[src/rtl/pwr_key_pkg.sv]
package pwr_key_pkg;
  typedef enum logic [1:0] {
    SR_IDLE = 2'd0,
    SR_PEND = 2'd1,
    SR_RPT  = 2'd2
  } sr_state_e;
endpackage

[src/rtl/pwr_key_tick.sv]
module pwr_key_tick #(
  parameter int TICK_DIV = 1024
) (
  input  logic clk_i,
  input  logic rst_ni,
  output logic tick_o
);
  generate
    if (TICK_DIV <= 1) begin : g_pass
      assign tick_o = 1'b1;
    end else begin : g_div
      localparam int W = $clog2(TICK_DIV);
      localparam logic [W-1:0] LAST = W'(TICK_DIV - 1);
      logic [W-1:0] cnt_q;
      always_ff @(posedge clk_i or negedge rst_ni) begin
        if (!rst_ni) cnt_q <= '0;
        else if (cnt_q == LAST) cnt_q <= '0;
        else cnt_q <= cnt_q + 1'b1;
      end
      assign tick_o = (cnt_q == LAST);

      assert_tick_sparse_R4: assert property (@(posedge clk_i) disable iff (!rst_ni)
        tick_o |=> !tick_o);
    end
  endgenerate
endmodule

[src/rtl/pwr_key_debounce.sv]
module pwr_key_debounce #(
  parameter int DEB_CYCLES = 33
) (
  input  logic clk_i,
  input  logic rst_ni,
  input  logic key_ni,
  output logic held_o,
  output logic press_o
);
  localparam int W = $clog2(DEB_CYCLES + 1);
  localparam logic [W-1:0] LAST = W'(DEB_CYCLES - 1);

  logic [1:0]   sync_q;
  logic         stable_q;
  logic [W-1:0] cnt_q;
  logic         press_q;
  logic         diff;

  assign diff = (sync_q[1] != stable_q);

  always_ff @(posedge clk_i or negedge rst_ni) begin
    if (!rst_ni) begin
      sync_q   <= 2'b11;
      stable_q <= 1'b1;
      cnt_q    <= '0;
      press_q  <= 1'b0;
    end else begin
      sync_q  <= {sync_q[0], key_ni};
      press_q <= diff && (cnt_q == LAST) && !sync_q[1];
      if (!diff) begin
        cnt_q <= '0;
      end else if (cnt_q == LAST) begin
        stable_q <= sync_q[1];
        cnt_q    <= '0;
      end else begin
        cnt_q <= cnt_q + 1'b1;
      end
    end
  end

  assign held_o  = ~stable_q;
  assign press_o = press_q;

  // accepted level must have differed from the old one
  assert_deb_accept_R2: assert property (@(posedge clk_i) disable iff (!rst_ni)
    !$stable(stable_q) |-> $past(sync_q[1]) != $past(stable_q));
  assert_press_low_R1: assert property (@(posedge clk_i) disable iff (!rst_ni)
    press_q |-> held_o);
  assert_press_single_R1: assert property (@(posedge clk_i) disable iff (!rst_ni)
    press_q |=> !press_q);
endmodule

[src/rtl/pwr_key_hold.sv]
module pwr_key_hold #(
  parameter int HOLD_TICKS = 128
) (
  input  logic clk_i,
  input  logic rst_ni,
  input  logic tick_i,
  input  logic held_i,
  input  logic en_i,
  output logic fire_o
);
  localparam int W = $clog2(HOLD_TICKS + 1);
  localparam logic [W-1:0] LAST = W'(HOLD_TICKS - 1);

  logic [W-1:0] cnt_q;
  logic         done_q;
  logic         fire_q;

  always_ff @(posedge clk_i or negedge rst_ni) begin
    if (!rst_ni) begin
      cnt_q  <= '0;
      done_q <= 1'b0;
      fire_q <= 1'b0;
    end else begin
      fire_q <= 1'b0;
      if (!held_i) begin
        cnt_q  <= '0;
        done_q <= 1'b0;
      end else if (!en_i) begin
        cnt_q <= '0;
      end else if (tick_i && !done_q) begin
        if (cnt_q == LAST) begin
          fire_q <= 1'b1;
          done_q <= 1'b1;
          cnt_q  <= '0;
        end else begin
          cnt_q <= cnt_q + 1'b1;
        end
      end
    end
  end

  assign fire_o = fire_q;

  assert_fire_once_R6: assert property (@(posedge clk_i) disable iff (!rst_ni)
    fire_q |=> !fire_q);
  assert_fire_enabled_R3: assert property (@(posedge clk_i) disable iff (!rst_ni)
    fire_q |-> $past(held_i && en_i));
  assert_release_clears_R5: assert property (@(posedge clk_i) disable iff (!rst_ni)
    $past(!held_i) |-> cnt_q == '0 && !done_q);
endmodule

[src/rtl/pwr_key_sysrst.sv]
module pwr_key_sysrst
  import pwr_key_pkg::*;
(
  input  logic clk_i,
  input  logic rst_ni,
  input  logic set_i,
  input  logic power_up_i,
  input  logic clr_i,
  output logic irq_o
);
  sr_state_e state_q, state_d;

  always_comb begin
    state_d = state_q;
    if (set_i) state_d = SR_PEND;
    else begin
      case (state_q)
        SR_PEND: if (power_up_i) state_d = SR_RPT;
        SR_RPT:  if (clr_i) state_d = SR_IDLE;
        default: state_d = state_q;
      endcase
    end
  end

  always_ff @(posedge clk_i or negedge rst_ni) begin
    if (!rst_ni) state_q <= SR_IDLE;
    else state_q <= state_d;
  end

  assign irq_o = (state_q == SR_RPT);

  assert_irq_on_powerup_R8: assert property (@(posedge clk_i) disable iff (!rst_ni)
    $rose(irq_o) |-> $past(power_up_i));
  assert_clr_needs_report_R9: assert property (@(posedge clk_i) disable iff (!rst_ni)
    $fell(irq_o) |-> $past(clr_i || set_i));
endmodule

[src/rtl/pwr_key_reset.sv]
module pwr_key_reset #(
  parameter int NUM_KEYS   = 2,
  parameter int DEB_CYCLES = 33,
  parameter int TICK_DIV   = 1024,
  parameter int HOLD_TICKS = 128
) (
  input  logic                clk_i,
  input  logic                rst_ni,
  input  logic [NUM_KEYS-1:0] key_ni,
  input  logic [NUM_KEYS-1:0] lp_en_i,
  input  logic                restart_en_i,
  input  logic                power_up_i,
  input  logic                sysrst_clr_i,
  output logic [NUM_KEYS-1:0] key_irq_o,
  output logic                sysrst_irq_o,
  output logic                off_req_o,
  output logic                restart_req_o
);
  logic                tick;
  logic [NUM_KEYS-1:0] held;
  logic [NUM_KEYS-1:0] fire;
  logic                off_q, restart_q;

  pwr_key_tick #(.TICK_DIV(TICK_DIV)) i_tick (
    .clk_i (clk_i),
    .rst_ni(rst_ni),
    .tick_o(tick)
  );

  for (genvar k = 0; k < NUM_KEYS; k++) begin : g_key
    pwr_key_debounce #(.DEB_CYCLES(DEB_CYCLES)) i_deb (
      .clk_i  (clk_i),
      .rst_ni (rst_ni),
      .key_ni (key_ni[k]),
      .held_o (held[k]),
      .press_o(key_irq_o[k])
    );
    pwr_key_hold #(.HOLD_TICKS(HOLD_TICKS)) i_hold (
      .clk_i (clk_i),
      .rst_ni(rst_ni),
      .tick_i(tick),
      .held_i(held[k]),
      .en_i  (lp_en_i[k]),
      .fire_o(fire[k])
    );
  end

  always_ff @(posedge clk_i or negedge rst_ni) begin
    if (!rst_ni) begin
      off_q     <= 1'b0;
      restart_q <= 1'b0;
    end else begin
      off_q     <= |fire;
      restart_q <= (|fire) && restart_en_i;
    end
  end

  pwr_key_sysrst i_sysrst (
    .clk_i     (clk_i),
    .rst_ni    (rst_ni),
    .set_i     (|fire),
    .power_up_i(power_up_i),
    .clr_i     (sysrst_clr_i),
    .irq_o     (sysrst_irq_o)
  );

  assign off_req_o     = off_q;
  assign restart_req_o = restart_q;

  assert_restart_with_off_R7: assert property (@(posedge clk_i) disable iff (!rst_ni)
    restart_req_o |-> off_req_o);
  assert_off_pulse_R4: assert property (@(posedge clk_i) disable iff (!rst_ni)
    off_req_o |=> !off_req_o);
  assert_off_needs_hold_R1: assert property (@(posedge clk_i) disable iff (!rst_ni)
    off_req_o |-> $past(|held));
endmodule

[config.mk]
export PLATFORM = sky130hd
export DESIGN_NAME = pwr_key_reset
export DESIGN_NICKNAME = d
export VERILOG_FILES = /design/src/rtl/pwr_key_pkg.sv /design/src/rtl/pwr_key_tick.sv /design/src/rtl/pwr_key_debounce.sv /design/src/rtl/pwr_key_hold.sv /design/src/rtl/pwr_key_sysrst.sv /design/src/rtl/pwr_key_reset.sv
export SDC_FILE = /design/constraint.sdc
export NUM_CORES = 1
export LEC_CHECK = 0
export BUFFER_PORTS_ARGS = -buffer_cell sky130_fd_sc_hd__buf_2
export CAP_MARGIN = 20
export CORE_UTILIZATION = 55
export DETAILED_ROUTE_END_ITERATION = 10
export PLACE_DENSITY = 0.78
export SLEW_MARGIN = 20
export SYNTH_ARGS = -nofsm -noshare
export SYNTH_HDL_FRONTEND = slang
export SYNTH_SLANG_ARGS = --single-unit
[constraint.sdc]
create_clock -name clk_i -period 2.2 [get_ports clk_i]
set_input_delay 0.33 -clock clk_i [delete_from_list [all_inputs] [get_ports clk_i]]
set_output_delay 0.33 -clock clk_i [all_outputs]
set_load 0.05 [all_outputs]
## Word level (Yosys, flattened, before mapping)

Cells that the tools add are included.

- Equality and inequality tests: 13
- Mux-type cells: 33
- Reductions and logical operators: 24
- Add/sub/neg operators: 5

Operators by type and width:

| kind | count |
|---|---|
| 8-bit two-way mux | 8 |
| 6-bit two-way mux | 4 |
| 8-bit by 1-bit adder with 8-bit output, second input constant | 2 |
| 8-bit by 7-bit equality test with 1-bit output, second input constant | 2 |
| 1-bit two-way mux | 16 |
| 6-bit by 1-bit adder with 6-bit output, second input constant | 2 |
| 6-bit equality test, second input constant | 2 |
| 2-bit nonzero test | 6 |
| 10-bit by 1-bit adder with 10-bit output, second input constant | 1 |
| 10-bit equality test, second input constant | 1 |
| 10-bit two-way mux | 1 |
| 3-bit AND reduction | 3 |
| 1-bit logical AND | 7 |
| 2-bit two-way mux | 3 |
| 3-bit by 1-bit != test with 1-bit output, second input constant | 2 |
| 3-bit by 2-bit != test with 1-bit output, second input constant | 2 |
| 1-bit logical NOT | 4 |
| 2-bit one-hot mux with 2 select lines | 1 |
| 2-bit AND reduction | 2 |
| 3-bit nonzero test | 1 |
| 2-bit by 1-bit equality test with 1-bit output, second input constant | 1 |
| 2-bit equality test, second input constant | 1 |
| 1-bit != test | 2 |
| 2-bit OR reduction | 1 |

- Input port bits: 9
- Flip-flop bits (word level): 54

## Logic depth before layout (Yosys ltp)

- Depth after elaboration: 5
- Gate-level depth with buffers: 6

## Modules after synthesis

Synthesis repeated with hierarchy kept, for this count alone.

- Cell total of the unflattened synthesis: 219
- Area total of the unflattened synthesis: 2533.7 um^2

By module, submodules not included:

| module | area each (um^2) | cells an instance | sequential area each (um^2) | instances |
|---|---|---|---|---|
| pwr_key_hold | 525.5 | 47 | 250.2 | 2 |
| pwr_key_debounce | 422.9 | 35 | 254.0 | 2 |
| pwr_key_tick | 473.0 | 42 | 250.2 | 1 |
| pwr_key_sysrst | 100.1 | 9 | 50.0 | 1 |
| pwr_key_reset | 63.8 | 4 | 50.0 | 1 |

## Worst setup path after synthesis

Ideal clock, no wire load.

- Path type: register to register
- Start point: register i_tick.g_div.cnt_q[0]
- End point: register g_key[0].i_hold.cnt_q[7]
- Library setup time: 0.078 ns
- Cell stages (with the launch flop): 7
- Slack: 0.510 ns
- Buffers on the path: 1
- Data arrival time: 1.612 ns
- Cell sequence: dfrtp_1 > ha_1 > and4_1 > buf_6 > nand4_4 > or4_1 > a21oi_1

- Cells in the longest elaborated chain, start to end: 3

Ends and longest elaborated chain:

| what | line | text |
|---|---|---|
| from (decl) | pwr_key_tick.sv:14 | `logic [W-1:0] cnt_q;` |
| from (signal assigned) | pwr_key_tick.sv:18 | `else cnt_q <= cnt_q + 1'b1;` |
| 10-bit equality test | pwr_key_tick.sv:20 | `assign tick_o = (cnt_q == LAST);` |
| 1-bit logical AND | pwr_key_hold.sv:30 | `end else if (tick_i && !done_q) begin` |
| 3-bit by 1-bit != test with 1-bit output (no source line) | - |  |
| to (signal assigned) | pwr_key_hold.sv:36 | `cnt_q <= cnt_q + 1'b1;` |
| to (decl) | pwr_key_hold.sv:14 | `logic [W-1:0] cnt_q;` |

No other way between the ends.
A chain may end at the register's enable or synchronous reset.

## Worst setup path after layout

- Start point: register i_tick.g_div.cnt_q[0]
- End point: register g_key[0].i_hold.cnt_q[0]

Same word-level chain as after synthesis.

==> results.yml <==
worst_hold_path:
  hold_path.class: "input pin to asynchronous set/reset pin"
critical_path:
  cp_max_fo: 6
  crit_end: "g_key[0].i_hold.cnt_q[0]"
  rr_endpoint: "g_key[0].i_hold.cnt_q[0]"
  rrSetupSlack_ns: 0.30
  critPathLaunch: "i_tick.g_div.cnt_q[0]"
  cpPeakStageDelay_ns: 0.42
  crit_slowest_cell: "nor3_1"
  arrival_ns: 2.08
  rr_startpoint: "i_tick.g_div.cnt_q[0]"
  r2r_cells: 5
  cp-end-kind: "flip-flop"
  crit_path_frequent_cell: "nor3_1"
  worstPathCellList: "ha_1 > and4_1 > nand4_1 > nor3_1 > nor3_1"
  worstPathRequired_ns: 2.38
  cp-start-kind: "flip-flop"
  path_class: "flip-flop to flip-flop"
grt:
  grt_max_degree: 55
  grt_use_total_pct: 17.7
  overflow: 0
  grt_pass1_wl_um: 6830
  grt_pass1_vias: 1584
  antenna_found_initial: 0
cts:
  numCtsBuffers: 5
  htreeDepth: 2
  clock_latency_ns: 0.30
  root_buffer: "clkbuf_8"
  cts_setup_buffers: 0
  ctsResizeCount: 0
  clock_path_buffers: 2
  postCtsHoldBufs: 0
  clkTransAtPathRegs_ns: 0.09
  cts.sinks: 54
  cts_tree: "done"
final_layout:
  fillers: 362
  final_nets: 262
  seq_area_um2: 1360
  synthToLayoutAreaGrowth_pct: 7.33
  drive_gt1_share_pct: 15.9
  multi_input_area_um2: 1070
  diodes: 0
  stdcell_area_um2: 2710
detailed_routing:
  drt-total-wl_um: 3800
  drt-vias-per-instance: 5.58
  num_vias: 1656
  ant_nets: 0
  drc: 0
  dr.pass1.iters: 4
  drt_iter0_drc: 49
  wl_per_cell_um: 12.8
synthesis:
  synth-edff-count: 0
  syn_inst: 229
  ys_seq_area_share_pct: 53.8
  synthesis.area_um2: 2530
  synth_area_per_cell_um2: 11.0
  ys_seq_elements: 54
  yosysUniqueCellTypes: 43
  synth-main-ff-cell: "dfrtp_1"
  yosysWarnings: 0
  syn-num-nets: 247
  async_flop_share_pct: 100
power_and_ir_drop:
  fin_total_pwr_uw: 1720
  p_per_area_nw_per_um2: 634
  p_leak_uw: 0.00126
  vdd_drop_max_mv: 0.300
die:
  dieHeight_um: 69.8
  core_area_um2: 4380
  io_pins: 14
  initial_core_util_pct: 57.6
  die_w_um: 69.8
  die-area_um2: 4870
  row_count: 24
timing:
  fin_setup_tns_ns: 0
  period_share_pct: 86.3
  setup_viol: 0
  finalHoldViolCount: 4
  drv_slew: 0
  period_minus_slack_ns: 1.90
  rsz0062_at_grt: "false"
  maxSlewHeadroom_pct: 66.3
  setup_ws_ns: 0.301
  fmax_ghz: 0.527
  finalClockSkew_ns: 0.00695
  worstMarginPinSlew_ns: 0.505
  whs_ns: -0.00410
placed_design:
  io_buffers: 13
  place_ws_ns: 0.300
  gp_congestion: 0.786
  hpwl_um: 2710
  place_area_um2: 2620
run_status:
  violations: "negative hold slack"
  outcome: "finished, violations left"
run:
  drv_cap: 0
==> critical path: cells and delay by family (launching register included) <==
kind | cells | cell delay [ns]
and+or+nand+nor | 4 | 1.14
adders and majority gates | 1 | 0.25
DFF | 1 | 0.39
==> cell families after synthesis <==
kind of cell    after synthesis  share of synthesized area (%)
simple gates                 98                           22.1
buf+inv                      17                           3.71
mux                           5                           2.08
fa+ha+maj                     9                           4.46
flops                        54                           53.8
compound gates               22                           5.55
xor+xnor                     24                           8.32
==> cells in the mapped netlist (2+ instances only) <==
| cell type | instances | area, um2 |
|---|---|---|
| mux2_2 | 2 | 22.5 |
| ha_1 | 9 | 113 |
| nor4_2 | 2 | 25.0 |
| nand4_1 | 9 | 56.3 |
| a211oi_1 | 2 | 15.0 |
| xor2_1 | 14 | 123 |
| inv_1 | 11 | 41.3 |
| dfstp_2 | 6 | 158 |
| nand2_1 | 13 | 48.8 |
| nor2b_1 | 3 | 18.8 |
| buf_6 | 3 | 33.8 |
| and2_1 | 5 | 31.3 |
| a31o_2 | 2 | 17.5 |
| mux2i_1 | 3 | 30.0 |
| nand3_1 | 12 | 60.1 |
| xnor2_1 | 10 | 87.6 |
| buf_4 | 2 | 15.0 |
| a21oi_1 | 5 | 25.0 |
| and4_2 | 2 | 20.0 |
| or3_1 | 4 | 25.0 |
| nor3_1 | 7 | 35.0 |
| nor2_1 | 27 | 101 |
| and4_1 | 2 | 17.5 |
| o21ai_0 | 6 | 30.0 |
| nand2b_1 | 2 | 12.5 |
| and4b_1 | 2 | 20.0 |
| dfrtp_1 | 48 | 1200 |
==> per-layer routing <==
| layer | routed length [um] | track usage [%] | vias to the layer above |
|---|---|---|---|
| li1 | - | - | 827 |
| met1 | 1810 | 22.5 | 795 |
| met2 | 1800 | 29.9 | 29 |
| met3 | 149 | 4.94 | 5 |
| met4 | 41 | 4.67 | 0 |
| met5 | 0 | 0 | - |
==> cells in the final DEF (no fill, tap or decap), types with 2 or more instances in the layout <==
cell type / Yosys / routed
xor2_1: 14 / 14
nand4_1: 9 / 9
dfstp_2: 6 / 6
o21ai_0: 6 / 6
or3_1: 4 / 4
and4_2: 2 / 2
nor2b_1: 3 / 3
buf_2: 0 / 13
clkbuf_8: 0 / 5
nand3_1: 12 / 12
nor2_1: 27 / 27
xnor2_1: 10 / 10
and2_1: 5 / 5
mux2i_1: 3 / 3
and4b_1: 2 / 2
nor3_1: 7 / 7
ha_1: 9 / 9
inv_1: 11 / 11
a21oi_1: 5 / 5
mux2_2: 2 / 2
nand2_1: 13 / 13
nand2b_1: 2 / 2
clkinvlp_4: 0 / 2
dfrtp_1: 48 / 48
a211oi_1: 2 / 2
nor4_2: 2 / 2
a31o_2: 2 / 2
and4_1: 2 / 2
==> per-stage QoR <==
stage | hold WS (ns) | instances | util [%]
3_3_place_gp | 0.343 | 289 | 59.8
3_5_place_dp | 0.345 | 289 | 59.8
5_1_grt | 0.0270 | 297 | 61.8
2_1_floorplan | 0.0344 | 229 | -
6_report | -0.00410 | 297 | 61.8
4_1_cts | 0.00933 | 297 | 61.8
==> where the power goes <==
group          leakage [uW]  total [uW]  switching (uW)  internal (uW)
sequential         0.000706        1030            17.1           1020
clock             0.0000374         532             308            225
combinational      0.000519         153             102           50.8
total               0.00126        1720             427           1290
==> how the worst min path moves through the flow <==
stage | from | to | cells after the start
2_1_floorplan | rst_ni | g_key[0].i_deb.cnt_q[0] | 0
3_3_place_gp | rst_ni | g_key[0].i_deb.cnt_q[2] | 2
3_5_place_dp | rst_ni | g_key[0].i_deb.cnt_q[2] | 2
6_report | rst_ni | g_key[0].i_deb.cnt_q[2] | 2
4_1_cts | rst_ni | g_key[0].i_hold.cnt_q[6] | 2
5_1_grt | rst_ni | g_key[0].i_hold.cnt_q[6] | 2
==> state kept, by name, indices dropped and copies added (netlist names) <==
name and count:
g_key.i_deb.press_o 2, i_tick.g_div.cnt_q 10, g_key.i_deb.stable_q 2, g_key.i_deb.sync_q 4
g_key.i_hold.done_q 2, g_key.i_hold.cnt_q 16, off_req_o 1, i_sysrst.state_q 2
g_key.i_hold.fire_o 2, restart_req_o 1, g_key.i_deb.cnt_q 12
==> layout make-up <==
type	instances	area share [%]
sequential	54	50.1
multi-input combinational	158	39.6
timing repair buffer	14	3.14
clock buffer	6	2.68
tap	52	2.40
inverter	11	1.52
clock inverter	2	0.554
Power figures use the tool's default switching activity.
